$ cat config.mk
export PLATFORM = sky130hd
export DESIGN_NAME = wp_guard
export DESIGN_NICKNAME = d
export VERILOG_FILES = /design/src/rtl/wpctl_pkg.sv /design/src/rtl/wpctl_ctrl.sv /design/src/rtl/wpctl_dp.sv /design/src/rtl/wp_guard.sv
export SDC_FILE = /design/constraint.sdc
export NUM_CORES = 1
export LEC_CHECK = 0
export ABC_AREA = 0
export ABC_CLOCK_PERIOD_IN_PS = 1200
export CORE_AREA = 5 5 48 50
export CTS_CLUSTER_SIZE = 28
export DETAILED_ROUTE_END_ITERATION = 8
export DIE_AREA = 0 0 53 55
export GPL_TIMING_DRIVEN = 0
export HOLD_SLACK_MARGIN = 0.1
export PLACE_DENSITY = 0.68
export SLEW_MARGIN = 30
export SYNTH_ARGS = -nofsm -noshare
export SYNTH_HDL_FRONTEND = slang
export SYNTH_SLANG_ARGS = --single-unit
$ cat constraint.sdc
create_clock -name clk -period 1.2 [get_ports clk]
set_clock_uncertainty 0.1 [all_clocks]
set_input_delay 0.36 -clock clk [delete_from_list [all_inputs] [get_ports clk]]
set_output_delay 0.36 -clock clk [all_outputs]
set_load 0.005 [all_outputs]
$ cat src/rtl/wpctl_pkg.sv
package wpctl_pkg;
  // strobes from control to datapath
  typedef struct packed {
    logic capture;   // latch an accepted status write
    logic commit;    // apply the latched status write
  } dpStrobe_t;

  localparam logic [1:0] BP_NONE    = 2'b00;
  localparam logic [1:0] BP_QUARTER = 2'b01;
  localparam logic [1:0] BP_HALF    = 2'b10;
  localparam logic [1:0] BP_ALL     = 2'b11;
endpackage

$ cat src/rtl/wpctl_ctrl.sv
module wpctl_ctrl
  import wpctl_pkg::*;
(
  input  logic      clk,
  input  logic      rstN,
  input  logic      wenSet,
  input  logic      wenClr,
  input  logic      statusWrReq,
  input  logic      arrayWrReq,
  input  logic      busy,
  input  logic      wpN,
  input  logic      wpEn,
  input  logic      addrLocked,
  output logic      wen,
  output logic      statusWrOk,
  output logic      arrayWrOk,
  output dpStrobe_t strobe
);
  logic busyQ;
  logic busyFall;
  logic hwLock;

  always_ff @(posedge clk or negedge rstN) begin
    if (!rstN) busyQ <= 1'b0;
    else       busyQ <= busy;
  end

  assign busyFall = busyQ & ~busy;
  assign hwLock   = ~wpN & wpEn;

  assign statusWrOk = statusWrReq & wen & ~busy & ~hwLock;
  assign arrayWrOk  = arrayWrReq & wen & ~busy & ~addrLocked;

  always_ff @(posedge clk or negedge rstN) begin
    if (!rstN)         wen <= 1'b0;
    else if (busyFall) wen <= 1'b0;
    else if (!busy) begin
      if (wenClr)      wen <= 1'b0;
      else if (wenSet) wen <= 1'b1;
    end
  end

  always_comb begin
    strobe.capture = statusWrOk;
    strobe.commit  = busyFall;
  end
endmodule

$ cat src/rtl/wpctl_dp.sv
module wpctl_dp
  import wpctl_pkg::*;
#(
  parameter int ADDR_W = 13
) (
  input  logic              clk,
  input  logic              rstN,
  input  dpStrobe_t         strobe,
  input  logic [7:0]        statusWrData,
  input  logic [ADDR_W-1:0] arrayWrAddr,
  input  logic              busy,
  input  logic              wen,
  output logic              wpEn,
  output logic              addrLocked,
  output logic [7:0]        statusByte
);
  localparam int TOP = ADDR_W - 1;

  logic [1:0] bp;
  logic       pendValid;
  logic [2:0] pendBits;   // {protect-enable, bp1, bp0}
  logic [1:0] topBits;

  always_ff @(posedge clk or negedge rstN) begin
    if (!rstN) begin
      wpEn      <= 1'b0;
      bp        <= BP_NONE;
      pendValid <= 1'b0;
      pendBits  <= 3'b000;
    end else begin
      if (strobe.commit && pendValid) begin
        wpEn      <= pendBits[2];
        bp        <= pendBits[1:0];
        pendValid <= 1'b0;
      end
      if (strobe.capture) begin
        pendBits  <= {statusWrData[7], statusWrData[3:2]};
        pendValid <= 1'b1;
      end
    end
  end

  generate
    if (ADDR_W >= 2) begin : g_wide
      assign topBits = arrayWrAddr[TOP -: 2];
    end else begin : g_narrow
      assign topBits = {arrayWrAddr[0], 1'b0};
    end
  endgenerate

  always_comb begin
    unique case (bp)
      BP_NONE:    addrLocked = 1'b0;
      BP_QUARTER: addrLocked = (topBits == 2'b11);
      BP_HALF:    addrLocked = topBits[1];
      default:    addrLocked = 1'b1;
    endcase
  end

  assign statusByte = busy ? 8'hFF : {wpEn, 3'b000, bp, wen, 1'b0};
endmodule

$ cat src/rtl/wp_guard.sv
module wp_guard
  import wpctl_pkg::*;
#(
  parameter int ADDR_W = 13
) (
  input  logic              clk,
  input  logic              rstN,
  input  logic              wenSet,
  input  logic              wenClr,
  input  logic              statusWrReq,
  input  logic [7:0]        statusWrData,
  input  logic              arrayWrReq,
  input  logic [ADDR_W-1:0] arrayWrAddr,
  input  logic              busy,
  input  logic              wpN,
  output logic              statusWrOk,
  output logic              arrayWrOk,
  output logic [7:0]        statusByte
);
  dpStrobe_t strobe;
  logic      wen;
  logic      wpEn;
  logic      addrLocked;

  wpctl_ctrl u_ctrl (
    .clk(clk), .rstN(rstN), .wenSet(wenSet), .wenClr(wenClr),
    .statusWrReq(statusWrReq), .arrayWrReq(arrayWrReq), .busy(busy),
    .wpN(wpN), .wpEn(wpEn), .addrLocked(addrLocked), .wen(wen),
    .statusWrOk(statusWrOk), .arrayWrOk(arrayWrOk), .strobe(strobe)
  );

  wpctl_dp #(.ADDR_W(ADDR_W)) u_dp (
    .clk(clk), .rstN(rstN), .strobe(strobe), .statusWrData(statusWrData),
    .arrayWrAddr(arrayWrAddr), .busy(busy), .wen(wen), .wpEn(wpEn),
    .addrLocked(addrLocked), .statusByte(statusByte)
  );
endmodule

==> impl_metrics.toml, run 1 <==
[drt]
drtIter0Drc = 3
routed_wl_um = 1300
avgRoutedWirePerCell_um = 13.4
via_per_inst = 4.06
drc = 0
final_antenna_net_count = 0
drt_first_pass_iters = 4
vias = 394

[synth]
async_flop_share_pct = 100
ys_warn_count = 0
synth-seq-cells = 9
postSynthNetCount = 65
dominantRegCellSynth = "dfrtp_1"
ys_types = 17
syn_area_sq_um = 454
syn_avg_cell_area_sq_um = 12.6
synthCells = 36
yosysSeqAreaShare_pct = 49.6
synth_edf_count = 0

[clocking]
numClockSinks = 9
clockRootBuffer = "clkbuf_4"
cts_buffers = 3
cts_max_level = 1
path_clk_slew_ns = 0.06
cts_tree = "built"
cts_buffer_depth = 2
ctsHoldBuffers = 0
worstSkewPairLatency_ns = 0.26

[finish]
areaGrowthSynthToFinish_pct = 81.0
fill_cells = 181
antenna_cells = 0
layout.nets = 100
post_route_cells_drive_above_1_share_pct = 58.6
fin_util_pct = 44.2

[global_routing]
grt_pass1_wl_um = 1830
overflow = 0
antenna_found_initial = 0
grt_max_degree = 15
grt_pass1_vias = 380
grt.total_usage_pct = 9.71

[die]
dieArea_sq_um = 2920
start_util_pct = 24.4
core-area_sq_um = 1860
ios = 39
die-height_um = 55
rows = 16
die_w_um = 53

[sta]
setup_viol = 10
slew_headroom_pct = 71.9
fin_crit_sh_pct = 134
rsz0062_at_grt = "yes"
setup_tns_ns = -2.92
finalHoldViolCount = 0
drv_slew = 0
tightest_slew_ns = 0.420
period_minus_slack_ns = 1.61
max_freq_ghz = 0.622
fin_hold_ws_ns = 0.146
fin_ws_ns = -0.407

[power_and_ir_drop]
leakage_nw = 0.397
power.total_w = 0.00132
power_density_nw_per_um2 = 1600
ir_drop_uv = 686

[critical_path]
cp_data_required_time_ns = 0.74
critPathMaxFanout = 2
arrival_ns = 1.15
end_kind = "primary output"
path_class = "flop to primary output"
setup.worst_path.start_class = "flop"

[place]
place_ws_ns = -1.27
gp_congestion = 0.671
place.port_buffers = 22
dp_hpwl_um = 772

[run_status]
status = "finished with violations"
violations = "negative setup slack"

[worst_hold_path]
min_path_type = "input port to flop"

[flow_run]
max-cap-violations = 0
==> sequential cells by signal, indices dropped and copies added (netlist names) <==
| name | count |
|---|---|
| u_dp.pendBits | 3 |
| u_ctrl.busyQ | 1 |
| u_dp.wpEn | 1 |
| u_dp.bp | 2 |
| u_ctrl.wen | 1 |
| u_dp.pendValid | 1 |
==> synth_stat cells (2+ instances only) <==
library cell | count | area share [%]
mux2_2 | 3 | 7.4
nand2b_1 | 2 | 2.8
dfrtp_1 | 9 | 50
mux2_4 | 3 | 9.9
or2_2 | 4 | 5.5
buf_4 | 4 | 6.6
==> cell usage in the layout (no fill, tap or decap) <==
master	count
nor2_1	1
nor2b_4	1
mux2_4	3
nand2b_1	1
dlygate4sd2_1	3
o21ai_2	1
buf_12	1
buf_2	5
nand2b_4	1
buf_6	9
or2_4	4
nand3b_1	1
buf_4	9
o22a_1	1
and2b_1	1
mux2_2	3
nand3_1	1
clkbuf_1	1
and3_4	1
clkbuf_4	3
a21o_1	1
dfrtp_1	9
clkdlybuf4s50_1	8
and4_1	1
==> cell families after synthesis <==
kind of cell | Yosys count | synth area share, %
mux | 6 | 17.4
flops | 9 | 49.6
buf+inv | 5 | 9.09
simple gates | 13 | 19.3
compound gates | 3 | 4.68
==> worst paths after layout <==
path                                                 start                           end  slack (ns)  cells past startpoint
min in group asynchronous                             rstN        u_dp.bp[1]$_DFFE_PN0P_        0.30                      1
max in group asynchronous                             rstN         u_dp.wpEn$_DFFE_PN0P_        0.41                      1
worst max register to register       u_dp.wpEn$_DFFE_PN0P_  u_dp.pendBits[2]$_DFFE_PN0P_       -0.24                      5
worst min-delay path                                  busy        u_ctrl.busyQ$_DFF_PN0_        0.15                      1
worst min register to register  u_dp.pendValid$_DFFE_PN0P_    u_dp.pendValid$_DFFE_PN0P_        0.38                      1
worst max-delay path                 u_dp.wpEn$_DFFE_PN0P_                    statusWrOk       -0.41                      4
==> area by class of cell <==
type	count	area (sq um)	area share, %
clock buffers	4	26.3	3.20
plain buffers	4	30.0	3.65
flip-flops and latches	9	225	27.4
well taps	27	33.8	4.11
multi-input cells	22	216	26.3
repair buffers	31	290	35.3
==> critical path, stage by stage (launching register included) <==
cell and delay (ns):
dfrtp_1 0.40, buf_6 0.13, nand2b_4 0.05, and3_4 0.21, buf_6 0.10
==> stage by stage <==
| step | instance area (sq um) | instances |
|---|---|---|
| finish | 822 | 97 |
| CTS | 786 | 95 |
| global route | 822 | 97 |
| floorplan | 469 | 36 |
| global placement | 723 | 85 |
| detailed placement | 723 | 85 |
==> metal layers <==
layer  GRT usage, %  up-vias  share of wire (%)
met2           14.5       21                 48
met3           4.56        4                 13
met5              0        -                  0
met4           8.94        0                3.0
met1           10.2      183                 36
li1               -      186                  -
==> where the power goes <==
part	internal (W)	switching (W)
clock	0.000128	0.000107
combinational	0.000431	0.000167
sequential	0.000406	0.0000787
==> timing repair <==
item / 4_1_cts / 5_1_grt
pin swaps: 2 / 3
endpoints found under the setup margin: 18 / 10
resized for setup: 62 / 6
buffers inserted: 7 / 3
Power figures use the tool's default switching activity.
==> run 2: changes to the inputs <==
Settings changed: HOLD_SLACK_MARGIN 0.1 to 0.02.
==> results of run 2 <==
No change in the layout: final DEF, timing and power equal those of run 1.
